**config.mk**
```make
export PLATFORM = sky130hd
export DESIGN_NAME = ext_irq_ctrl
export DESIGN_NICKNAME = d
export VERILOG_FILES = /design/src/rtl/irqc_pkg.sv /design/src/rtl/irqc_gate.sv /design/src/rtl/irqc_arb.sv /design/src/rtl/ext_irq_ctrl.sv
export SDC_FILE = /design/constraint.sdc
export NUM_CORES = 1
export LEC_CHECK = 0
export BUFFER_PORTS_ARGS = -buffer_cell sky130_fd_sc_hd__buf_2
export CAP_MARGIN = 0
export CORE_MARGIN = 2
export CORE_UTILIZATION = 40
export DETAILED_ROUTE_END_ITERATION = 8
export GPL_TIMING_DRIVEN = 0
export MAX_ROUTING_LAYER = met4
export PLACE_DENSITY = 0.65
export SYNTH_ARGS = -nofsm -noshare
export SYNTH_HDL_FRONTEND = slang
export SYNTH_HIERARCHICAL = 1
export SYNTH_SLANG_ARGS = --single-unit
```
**constraint.sdc**
```tcl
create_clock -name clk -period 76.2 [get_ports clk]
set_input_delay 0 -clock clk [delete_from_list [all_inputs] [get_ports clk]]
set_output_delay 0 -clock clk [all_outputs]
set_load 0.01 [all_outputs]
```
**src/rtl/irqc_pkg.sv**
```systemverilog
package irqc_pkg;

  // register word indices (byte address / 4)
  localparam int PRIO_WBASE = 0;
  localparam int PEND_WBASE = 64;
  localparam int EN_WBASE   = 128;
  localparam int THR_WORD   = 192;
  localparam int CLAIM_WORD = 193;

  typedef enum logic [2:0] {
    RGN_PRIO,
    RGN_PEND,
    RGN_EN,
    RGN_THR,
    RGN_CLAIM,
    RGN_NONE
  } region_e;

  function automatic region_e decode_word(input int widx);
    if (widx < PEND_WBASE)       return RGN_PRIO;
    else if (widx < EN_WBASE)    return RGN_PEND;
    else if (widx < THR_WORD)    return RGN_EN;
    else if (widx == THR_WORD)   return RGN_THR;
    else if (widx == CLAIM_WORD) return RGN_CLAIM;
    else                         return RGN_NONE;
  endfunction

  // bitmap placement of a source identifier
  function automatic int map_word(input int id);
    return id / 32;
  endfunction

  function automatic int map_bit(input int id);
    return id % 32;
  endfunction

  // strict comparison: equal levels never displace an earlier (lower) id
  function automatic logic outranks(input int cand, input int cur);
    return cand > cur;
  endfunction

endpackage

```
**src/rtl/irqc_gate.sv**
```systemverilog
module irqc_gate (
  input  logic clk,
  input  logic rst_n,
  input  logic level,
  input  logic take,
  input  logic retire,
  output logic pend,
  output logic busy
);

  always_ff @(posedge clk) begin
    if (!rst_n) begin
      pend <= 1'b0;
      busy <= 1'b0;
    end else if (take) begin
      pend <= 1'b0;
      busy <= 1'b1;
    end else if (retire && busy) begin
      busy <= 1'b0;
    end else if (level && !busy) begin
      pend <= 1'b1;
    end
  end

  assert_claim_clears_R7: assert property (@(posedge clk) disable iff (!rst_n)
    take |=> (!pend && busy));

  assert_no_pend_in_service_R7: assert property (@(posedge clk) disable iff (!rst_n)
    !(pend && busy));

  assert_stray_retire_R8: assert property (@(posedge clk) disable iff (!rst_n)
    (retire && !busy && !take) |=> !busy);

endmodule

```
**src/rtl/irqc_arb.sv**
```systemverilog
module irqc_arb
  import irqc_pkg::*;
#(
  parameter int NSRC = 51,
  parameter int PW   = 3,
  parameter int IDW  = 6
) (
  input  logic [NSRC:1]         pend,
  input  logic [NSRC:1]         en,
  input  logic [NSRC:1][PW-1:0] prio,
  input  logic [PW-1:0]         thr,
  output logic [IDW-1:0]        best_id,
  output logic [PW-1:0]         best_prio
);

  // linear scan, starting the bar at the threshold
  always_comb begin
    best_id   = '0;
    best_prio = thr;
    for (int i = 1; i <= NSRC; i++) begin
      if (pend[i] && en[i] && outranks(int'(prio[i]), int'(best_prio))) begin
        best_id   = IDW'(i);
        best_prio = prio[i];
      end
    end
  end

endmodule

```
**src/rtl/ext_irq_ctrl.sv**
```systemverilog
module ext_irq_ctrl
  import irqc_pkg::*;
#(
  parameter int NSRC = 51,
  parameter int PW   = 3,
  parameter int AW   = 10
) (
  input  logic            clk,
  input  logic            rst_n,
  input  logic [NSRC:1]   irq_lines,
  input  logic            bus_valid,
  input  logic            bus_write,
  input  logic [AW-1:0]   bus_addr,
  input  logic [31:0]     bus_wdata,
  output logic [31:0]     bus_rdata,
  output logic            bus_rvalid,
  output logic            irq_req
);

  localparam int IDW   = $clog2(NSRC + 1);
  localparam int NMAPW = (NSRC + 32) / 32;

  logic [NSRC:1][PW-1:0] prio_q;
  logic [NSRC:1]         en_q;
  logic [PW-1:0]         thr_q;
  logic [NSRC:1]         pend_w;
  logic [NSRC:1]         busy_w;
  logic [IDW-1:0]        best_id;
  logic [PW-1:0]         best_prio;

  // bus decode
  logic          acc_ok;
  logic [AW-3:0] widx;
  region_e       rgn;
  logic          wr_ok, rd_ok, claim_rd, retire_wr;

  assign acc_ok    = bus_valid && (bus_addr[1:0] == 2'b00);
  assign widx      = bus_addr[AW-1:2];
  assign rgn       = decode_word(int'(widx));
  assign wr_ok     = acc_ok && bus_write;
  assign rd_ok     = acc_ok && !bus_write;
  assign claim_rd  = rd_ok && (rgn == RGN_CLAIM);
  assign retire_wr = wr_ok && (rgn == RGN_CLAIM);

  // configuration registers
  always_ff @(posedge clk) begin
    if (!rst_n) begin
      prio_q <= '0;
      en_q   <= '0;
      thr_q  <= '0;
    end else begin
      if (wr_ok && rgn == RGN_THR) thr_q <= bus_wdata[PW-1:0];
      for (int i = 1; i <= NSRC; i++) begin
        if (wr_ok && rgn == RGN_PRIO && int'(widx) == PRIO_WBASE + i)
          prio_q[i] <= bus_wdata[PW-1:0];
        if (wr_ok && rgn == RGN_EN && int'(widx) == EN_WBASE + map_word(i))
          en_q[i] <= bus_wdata[map_bit(i)];
      end
    end
  end

  // per-source gateways
  for (genvar g = 1; g <= NSRC; g++) begin : g_gate
    irqc_gate u_gate (
      .clk    (clk),
      .rst_n  (rst_n),
      .level  (irq_lines[g]),
      .take   (claim_rd && (best_id == IDW'(g))),
      .retire (retire_wr && (bus_wdata == 32'(g))),
      .pend   (pend_w[g]),
      .busy   (busy_w[g])
    );
  end

  irqc_arb #(.NSRC(NSRC), .PW(PW), .IDW(IDW)) u_arb (
    .pend      (pend_w),
    .en        (en_q),
    .prio      (prio_q),
    .thr       (thr_q),
    .best_id   (best_id),
    .best_prio (best_prio)
  );

  assign irq_req = (best_id != '0);

  // read path
  logic [NMAPW*32-1:0] pend_map, en_map;
  logic [31:0]         rd_val;

  always_comb begin
    pend_map = '0;
    en_map   = '0;
    for (int i = 1; i <= NSRC; i++) begin
      pend_map[i] = pend_w[i];
      en_map[i]   = en_q[i];
    end
    rd_val = '0;
    case (rgn)
      RGN_PRIO: begin
        for (int i = 1; i <= NSRC; i++)
          if (int'(widx) == PRIO_WBASE + i) rd_val = {{(32-PW){1'b0}}, prio_q[i]};
      end
      RGN_PEND: begin
        for (int w = 0; w < NMAPW; w++)
          if (int'(widx) == PEND_WBASE + w) rd_val = pend_map[w*32 +: 32];
      end
      RGN_EN: begin
        for (int w = 0; w < NMAPW; w++)
          if (int'(widx) == EN_WBASE + w) rd_val = en_map[w*32 +: 32];
      end
      RGN_THR:   rd_val = {{(32-PW){1'b0}}, thr_q};
      RGN_CLAIM: rd_val = {{(32-IDW){1'b0}}, best_id};
      default:   rd_val = '0;
    endcase
  end

  always_ff @(posedge clk) begin
    if (!rst_n) begin
      bus_rdata  <= '0;
      bus_rvalid <= 1'b0;
    end else begin
      bus_rvalid <= bus_valid && !bus_write;
      if (bus_valid && !bus_write) bus_rdata <= rd_ok ? rd_val : 32'd0;
    end
  end

  assert_winner_above_thr_R4: assert property (@(posedge clk) disable iff (!rst_n)
    (best_id != '0) |-> (best_prio > thr_q));

  assert_empty_claim_R6: assert property (@(posedge clk) disable iff (!rst_n)
    (claim_rd && !irq_req) |=> (bus_rdata == 32'd0));

  assert_misaligned_write_R10: assert property (@(posedge clk) disable iff (!rst_n)
    (bus_valid && bus_write && bus_addr[1:0] != 2'b00) |=> ($stable(thr_q) && $stable(en_q) && $stable(prio_q)));

  assert_read_latency_R11: assert property (@(posedge clk) disable iff (!rst_n)
    (bus_valid && !bus_write) |=> bus_rvalid);

endmodule

```
==> impl_metrics.py, run 1 <==
metrics = {
    "flow_run": {
        "max-cap-violations": 0,
    },
    "clock_network": {
        "path_clk_slew_ns": 0.07,
        "tritoncts": "built",
        "numCtsBuffers": 37,
        "cts_setup_buffers": 0,
        "cts_root_buf": "clkbuf_16",
        "clk_latency_ns": 0.58,
        "cts_buffer_depth": 3,
        "htree_levels": 2,
        "cts.sinks": 342,
    },
    "critical_path": {
        "path_delay_family": "compound AO/OA/AOI/OAI gates",
        "cp-start-kind": "flip-flop",
        "cp-end-kind": "output port",
        "crit_path_top_delay_cell": "dfxtp_1",
        "critPathArrivalTime_ns": 70.72,
        "crit_fanout": 8,
        "critical_path_buf_inv_count": 9,
        "r2r_cells": 345,
        "r2r_setup_slack_ns": 5.62,
        "slowest_delay_ns": 0.53,
        "r2r_start": "thr_q[1]",
        "required_ns": 76.20,
        "timing.rr.end": "g_gate[32].u_gate/pend",
        "critPathKind": "flip-flop to output port",
        "cp_common_cell": "nor2_1",
    },
    "grt": {
        "gr-total-overflow": 0,
        "grt_pass1_vias": 23400,
        "antenna_found_initial": 1,
        "grt_start_max_net_pins": 104,
        "grt_pass1_wl_mm": 146,
        "grt_usage": 0.329,
    },
    "logic_synthesis": {
        "syn_nets": 3364,
        "avgSynthCellArea_um2": 7.30,
        "syn_area_um2": 23400,
        "ys_warn_count": 6,
        "syn_inst": 3206,
    },
    "timing": {
        "fin_crit_sh": 0.928,
        "fin_crit_ns": 70.72,
        "fin_ws_ns": 5.48,
        "fmax_mhz": 14.1,
        "setup_tns_ns": 0,
        "rsz0062_at_grt": "false",
        "clock_skew_ns": 0.0111,
        "slew_headroom": 0.220,
        "slew_viol_final": 0,
        "hold_viol": 0,
        "tightestPinTransition_ns": 1.17,
        "finalSetupViolCount": 0,
    },
    "floorplan": {
        "rows": 88,
        "core_um2": 57800,
        "die-height_um": 246,
        "start_util": 0.405,
        "dieWidth_um": 246,
        "die_area_um2": 60400,
        "ios": 131,
    },
    "cells_and_area": {
        "fillers": 5821,
        "utilization": 0.470,
        "syn2layout_area_growth_pct": 16.0,
        "drive_gt1_frac": 0.0972,
        "finalNetCount": 3611,
    },
    "routing": {
        "vias_per_cell": 6.17,
        "drc_errors": 0,
        "routed_wl_mm": 100,
        "drt_iter0_markers": 2976,
        "drt_first_pass_iters": 6,
        "routedWlPerCell_um": 23.6,
        "ant_nets": 0,
        "dr_total_vias": 26200,
    },
    "power": {
        "peakVddDrop_uv": 20.8,
        "p_total_mw": 0.409,
        "p_per_area_nw_per_um2": 15.1,
        "power_leakage_nw": 10.0,
    },
    "hold_path": {
        "hold_start": "bus_addr[7]",
        "min_to": "prio_q[143]",
        "hold_depth": 5,
        "hp-class": "input pin to flip-flop",
    },
    "placed_design": {
        "portBuffers": 126,
        "hpwl_mm": 78.1,
        "gp_congestion": 1.06,
        "preCtsSetupSlack_ns": 4.98,
    },
    "outcome": {
        "outcome": "complete, no violations",
    },
}
per-layer routing:
metal  wire length [µm]  vias up  share of wire  global-route usage
met4               6050        0          0.060               0.179
met1              41300    12400           0.41               0.421
met3               9700      295          0.097              0.0584
met2              43000     1386           0.43               0.490
li1                   -    12100              -                   -
met5                  0        -              0                   -
worst max-delay path by stage:
stage | from | cells after the start | endpoint | slack (ns)
6_report | thr_q[1] | 344 | irq_req | 5.48
3_3_place_gp | thr_q[2] | 344 | g_gate[25].u_gate/pend | 5.48
2_1_floorplan | thr_q[1] | 345 | bus_rdata[2] | 13.85
3_5_place_dp | thr_q[2] | 345 | g_gate[22].u_gate/pend | 4.98
4_1_cts | thr_q[2] | 343 | irq_req | 4.72
5_1_grt | thr_q[1] | 345 | irq_req | 0.03
where the power goes:
group / switching (mW) / internal, mW / total [mW]
combinational: 0.0194 / 0.0108 / 0.0302
clock: 0.0816 / 0.111 / 0.193
sequential: 0.00508 / 0.181 / 0.186
tightest hold or removal path, stage by stage:
cell and delay [ns]:
buf_2 0.18, nand3_1 0.13, nor2_1 0.11, nand3_1 0.10, a21oi_1 0.06
flip-flops by register name, indices dropped and copies added, names as in the netlist:
register	flops
bus_rdata	32
bus_rvalid	1
en_q	51
g_gate.u_gate/busy	51
g_gate.u_gate/pend	51
prio_q	153
thr_q	3
what timing repair did:
action | 4_1_cts | 5_1_grt
hold buffers | 82 | 0
gates resized for setup | 0 | 16
hold endpoints to repair | 101 | 0
endpoints found under the setup margin | 0 | 109
cell usage in the layout, fill, tap and decap left out, types with 48 or more instances in the layout:
cell,instances
a21boi_1,52
a21oi_1,348
inv_1,148
dfxtp_1,341
buf_2,148
nand2b_1,78
o21ai_0,74
nand3_1,250
and3_1,48
o211a_1,72
ha_1,61
dlygate4sd3_1,82
nand2_1,482
nor2_1,313
clkbuf_1,119
nor2b_1,78
a22oi_1,61
final cells by class:
class	count	area, µm²	area share
inverters	150	563	0.0207
clock inverters	15	218	0.00802
plain buffers	160	704	0.0259
well taps	765	957	0.0353
multi-input cells	2554	15400	0.565
repair buffers	208	1450	0.0536
diodes	1	2.50	0.0000922
flip-flops and latches	342	6850	0.252
clock buffers	49	1050	0.0387
per-stage QoR:
stage / hold slack [ns] / cells / area, µm²
finish: 0.0462 / 4244 / 27100
global route: 0.0579 / 4244 / 27100
CTS: 0.0118 / 4243 / 27100
detailed placement: 0.273 / 4097 / 25000
global placement: 0.268 / 4097 / 25000
floorplan: 0.136 / 3206 / 23400
No activity file was read; power rests on OpenSTA's default activity.
==> run 2, diff against run 1 <==
--- a/config.mk
+++ b/config.mk
@@ -7,7 +7,7 @@
 export LEC_CHECK = 0
 export BUFFER_PORTS_ARGS = -buffer_cell sky130_fd_sc_hd__buf_2
 export CAP_MARGIN = 0
-export CORE_MARGIN = 2
+export CORE_MARGIN = 3
 export CORE_UTILIZATION = 40
 export DETAILED_ROUTE_END_ITERATION = 8
 export GPL_TIMING_DRIVEN = 0
==> constraint.sdc (replaced) <==
create_clock -name clk -period 76.2 [get_ports clk]
set_input_delay 3.81 -clock clk [delete_from_list [all_inputs] [get_ports clk]]
set_output_delay 3.81 -clock clk [all_outputs]
set_load 0.01 [all_outputs]
==> run 2 against run 1 <==
Cell area shrank 1.9%. Die area grew 1.6%. Critical endpoint unchanged. Sequential share of layout area grew 0.50 points. Clock power is essentially flat. Non-clock buffer count shrank 75. Core utilization shrank 0.89 points.
==> impl_metrics.py, run 2 (synthesis gave the netlist of run 1 again) <==
metrics = {
    "clock_network": {
        "cts_buffer_depth": 3,
        "tritoncts": "built",
        "cts.sinks": 342,
        "htree_levels": 2,
        "numCtsBuffers": 39,
        "path_clk_slew_ns": 0.06,
        "clk_latency_ns": 0.58,
        "cts-hold-fix-buffers": 0,
        "cts_root_buf": "clkbuf_16",
    },
    "floorplan": {
        "core_um2": 57800,
        "die-height_um": 248,
        "dieWidth_um": 248,
        "ios": 131,
        "rows": 88,
        "start_util": 0.405,
        "die_area_um2": 61400,
    },
    "timing": {
        "slew_headroom": 0.301,
        "fin_crit_sh": 0.942,
        "fin_crit_ns": 71.77,
        "fmax_mhz": 13.9,
        "rsz0062_at_grt": "false",
        "clock_skew_ns": 0.0288,
        "setup_tns_ns": 0,
        "tightestPinTransition_ns": 1.05,
        "fin_ws_ns": 4.43,
        "finalSetupViolCount": 0,
        "slew_viol_final": 0,
        "hold_viol": 0,
    },
    "routing": {
        "drt_iter0_markers": 3112,
        "routedWlPerCell_um": 24.0,
        "drt_first_pass_iters": 8,
        "routed_wl_mm": 100,
        "ant_nets": 0,
        "vias_per_cell": 6.18,
        "drc_errors": 0,
        "dr_total_vias": 25800,
    },
    "critical_path": {
        "critPathKind": "flip-flop to output port",
        "critPathLaunch": "thr_q[1]",
        "cp-end-kind": "output port",
        "required_ns": 72.39,
        "r2r_cells": 347,
        "crit_path_top_delay_cell": "or3b_2",
        "slowest_delay_ns": 0.51,
        "timing.rr.end": "g_gate[27].u_gate/pend",
        "r2r_start": "thr_q[1]",
        "cp-start-kind": "flip-flop",
        "crit_fanout": 10,
        "cp_common_cell": "nor2_1",
        "critPathArrivalTime_ns": 67.96,
        "r2r_setup_slack_ns": 8.26,
    },
    "grt": {
        "grt_start_max_net_pins": 104,
        "grt_pass1_vias": 23300,
        "grt_usage": 0.323,
        "gr-total-overflow": 0,
        "antenna_found_initial": 2,
        "grt_pass1_wl_mm": 146,
    },
    "flow_run": {
        "max-cap-violations": 0,
    },
    "hold_path": {
        "hold_start": "g_gate[4].u_gate/busy",
        "hold_depth": 2,
        "min_to": "g_gate[4].u_gate/busy",
        "hp-class": "flip-flop to flip-flop",
    },
    "power": {
        "p_switching_mw": 0.107,
        "p_int_mw": 0.300,
        "peakVddDrop_uv": 19.2,
        "power_leakage_nw": 9.74,
        "pwr-share-comb": 0.066,
        "power_frac_seq": 0.455,
        "p_per_area_nw_per_um2": 15.3,
        "switching_share": 0.264,
        "power_frac_clock": 0.479,
    },
    "cells_and_area": {
        "largest_register_ffs": 153,
        "utilization": 0.461,
        "regMostFlops": "prio_q",
        "drive_gt1_frac": 0.114,
        "layout_commonest_cell": "nand2_1",
        "mostFrequentLayoutCells": "482 x nand2_1, 340 x a21oi_1, 339 x dfxtp_1",
        "stdcell_count": 4176,
        "finalNetCount": 3538,
        "syn2layout_area_growth_pct": 13.8,
    },
    "placed_design": {
        "preCtsSetupSlack_ns": 1.54,
        "placed_cells": 4097,
        "hpwl_mm": 79.1,
        "portBuffers": 126,
        "gp_congestion": 1.05,
    },
    "outcome": {
        "outcome": "complete, no violations",
    },
}
==> run 2: worst max-delay path, delay by kind of cell (launching register included) <==
family | cells | cell delay (ns)
adder cells (fa/ha/maj) | 72 | 21.02
buffers and inverters | 10 | 1.11
flip-flops | 1 | 0.43
AND/OR/NAND/NOR | 132 | 18.27
AO/OA/AOI/OAI | 118 | 22.07
multiplexers | 13 | 4.48
==> run 2: cell type report <==
| type | instances | area (µm²) |
|---|---|---|
| fill | 5958 | 31200 |
| multi-input combinational | 2554 | 15600 |
| antenna | 2 | 5.00 |
| tap | 765 | 957 |
| inverter | 150 | 563 |
| clock inverter | 25 | 267 |
| sequential | 342 | 6850 |
| timing repair buffer | 133 | 686 |
| clock buffer | 45 | 1030 |
| buffer | 160 | 704 |
==> run 2: per-layer routing <==
layer,vias up,track usage,share of wire
met5,-,-,0
met1,12100,0.414,0.41
li1,11900,-,-
met4,0,0.162,0.059
met2,1432,0.493,0.44
met3,298,0.0524,0.097
==> run 2: worst max-delay path by stage <==
stage               to  slack [ns]  depth (start not counted)
2_1_floorplan  irq_req       10.58                        343
3_3_place_gp   irq_req        2.31                        343
3_5_place_dp   irq_req        1.54                        339
4_1_cts        irq_req        0.81                        339
5_1_grt        irq_req      0.0004                        347
6_report       irq_req        4.43                        345
==> run 2: repair_timing <==
| item | 4_1_cts | 5_1_grt |
|---|---|---|
| endpoints found under the setup margin | 0 | 109 |
| gates resized for setup | 0 | 67 |
| buffers inserted | 0 | 7 |
| hold endpoints to repair | 0 | 0 |
==> run 2: per-stage QoR <==
stage                     hold WS (ns)  power [mW]  area [µm²]
after floorplan                  0.445       0.200       23400
after global placement           0.456       0.215       25000
after detailed placement         0.461       0.215       25000
after CTS                        0.469       0.408       26300
after global routing             0.487       0.416       26600
final                            0.468       0.408       26600
==> run 2: power groups by stage <==
stage	sequential [mW]	clock [mW]	combinational [mW]
5_1_grt	0.186	0.203	0.0277
4_1_cts	0.185	0.197	0.0258
3_3_place_gp	0.189	0	0.0258
6_report	0.186	0.195	0.0269
2_1_floorplan	0.186	0	0.0134
3_5_place_dp	0.189	0	0.0257
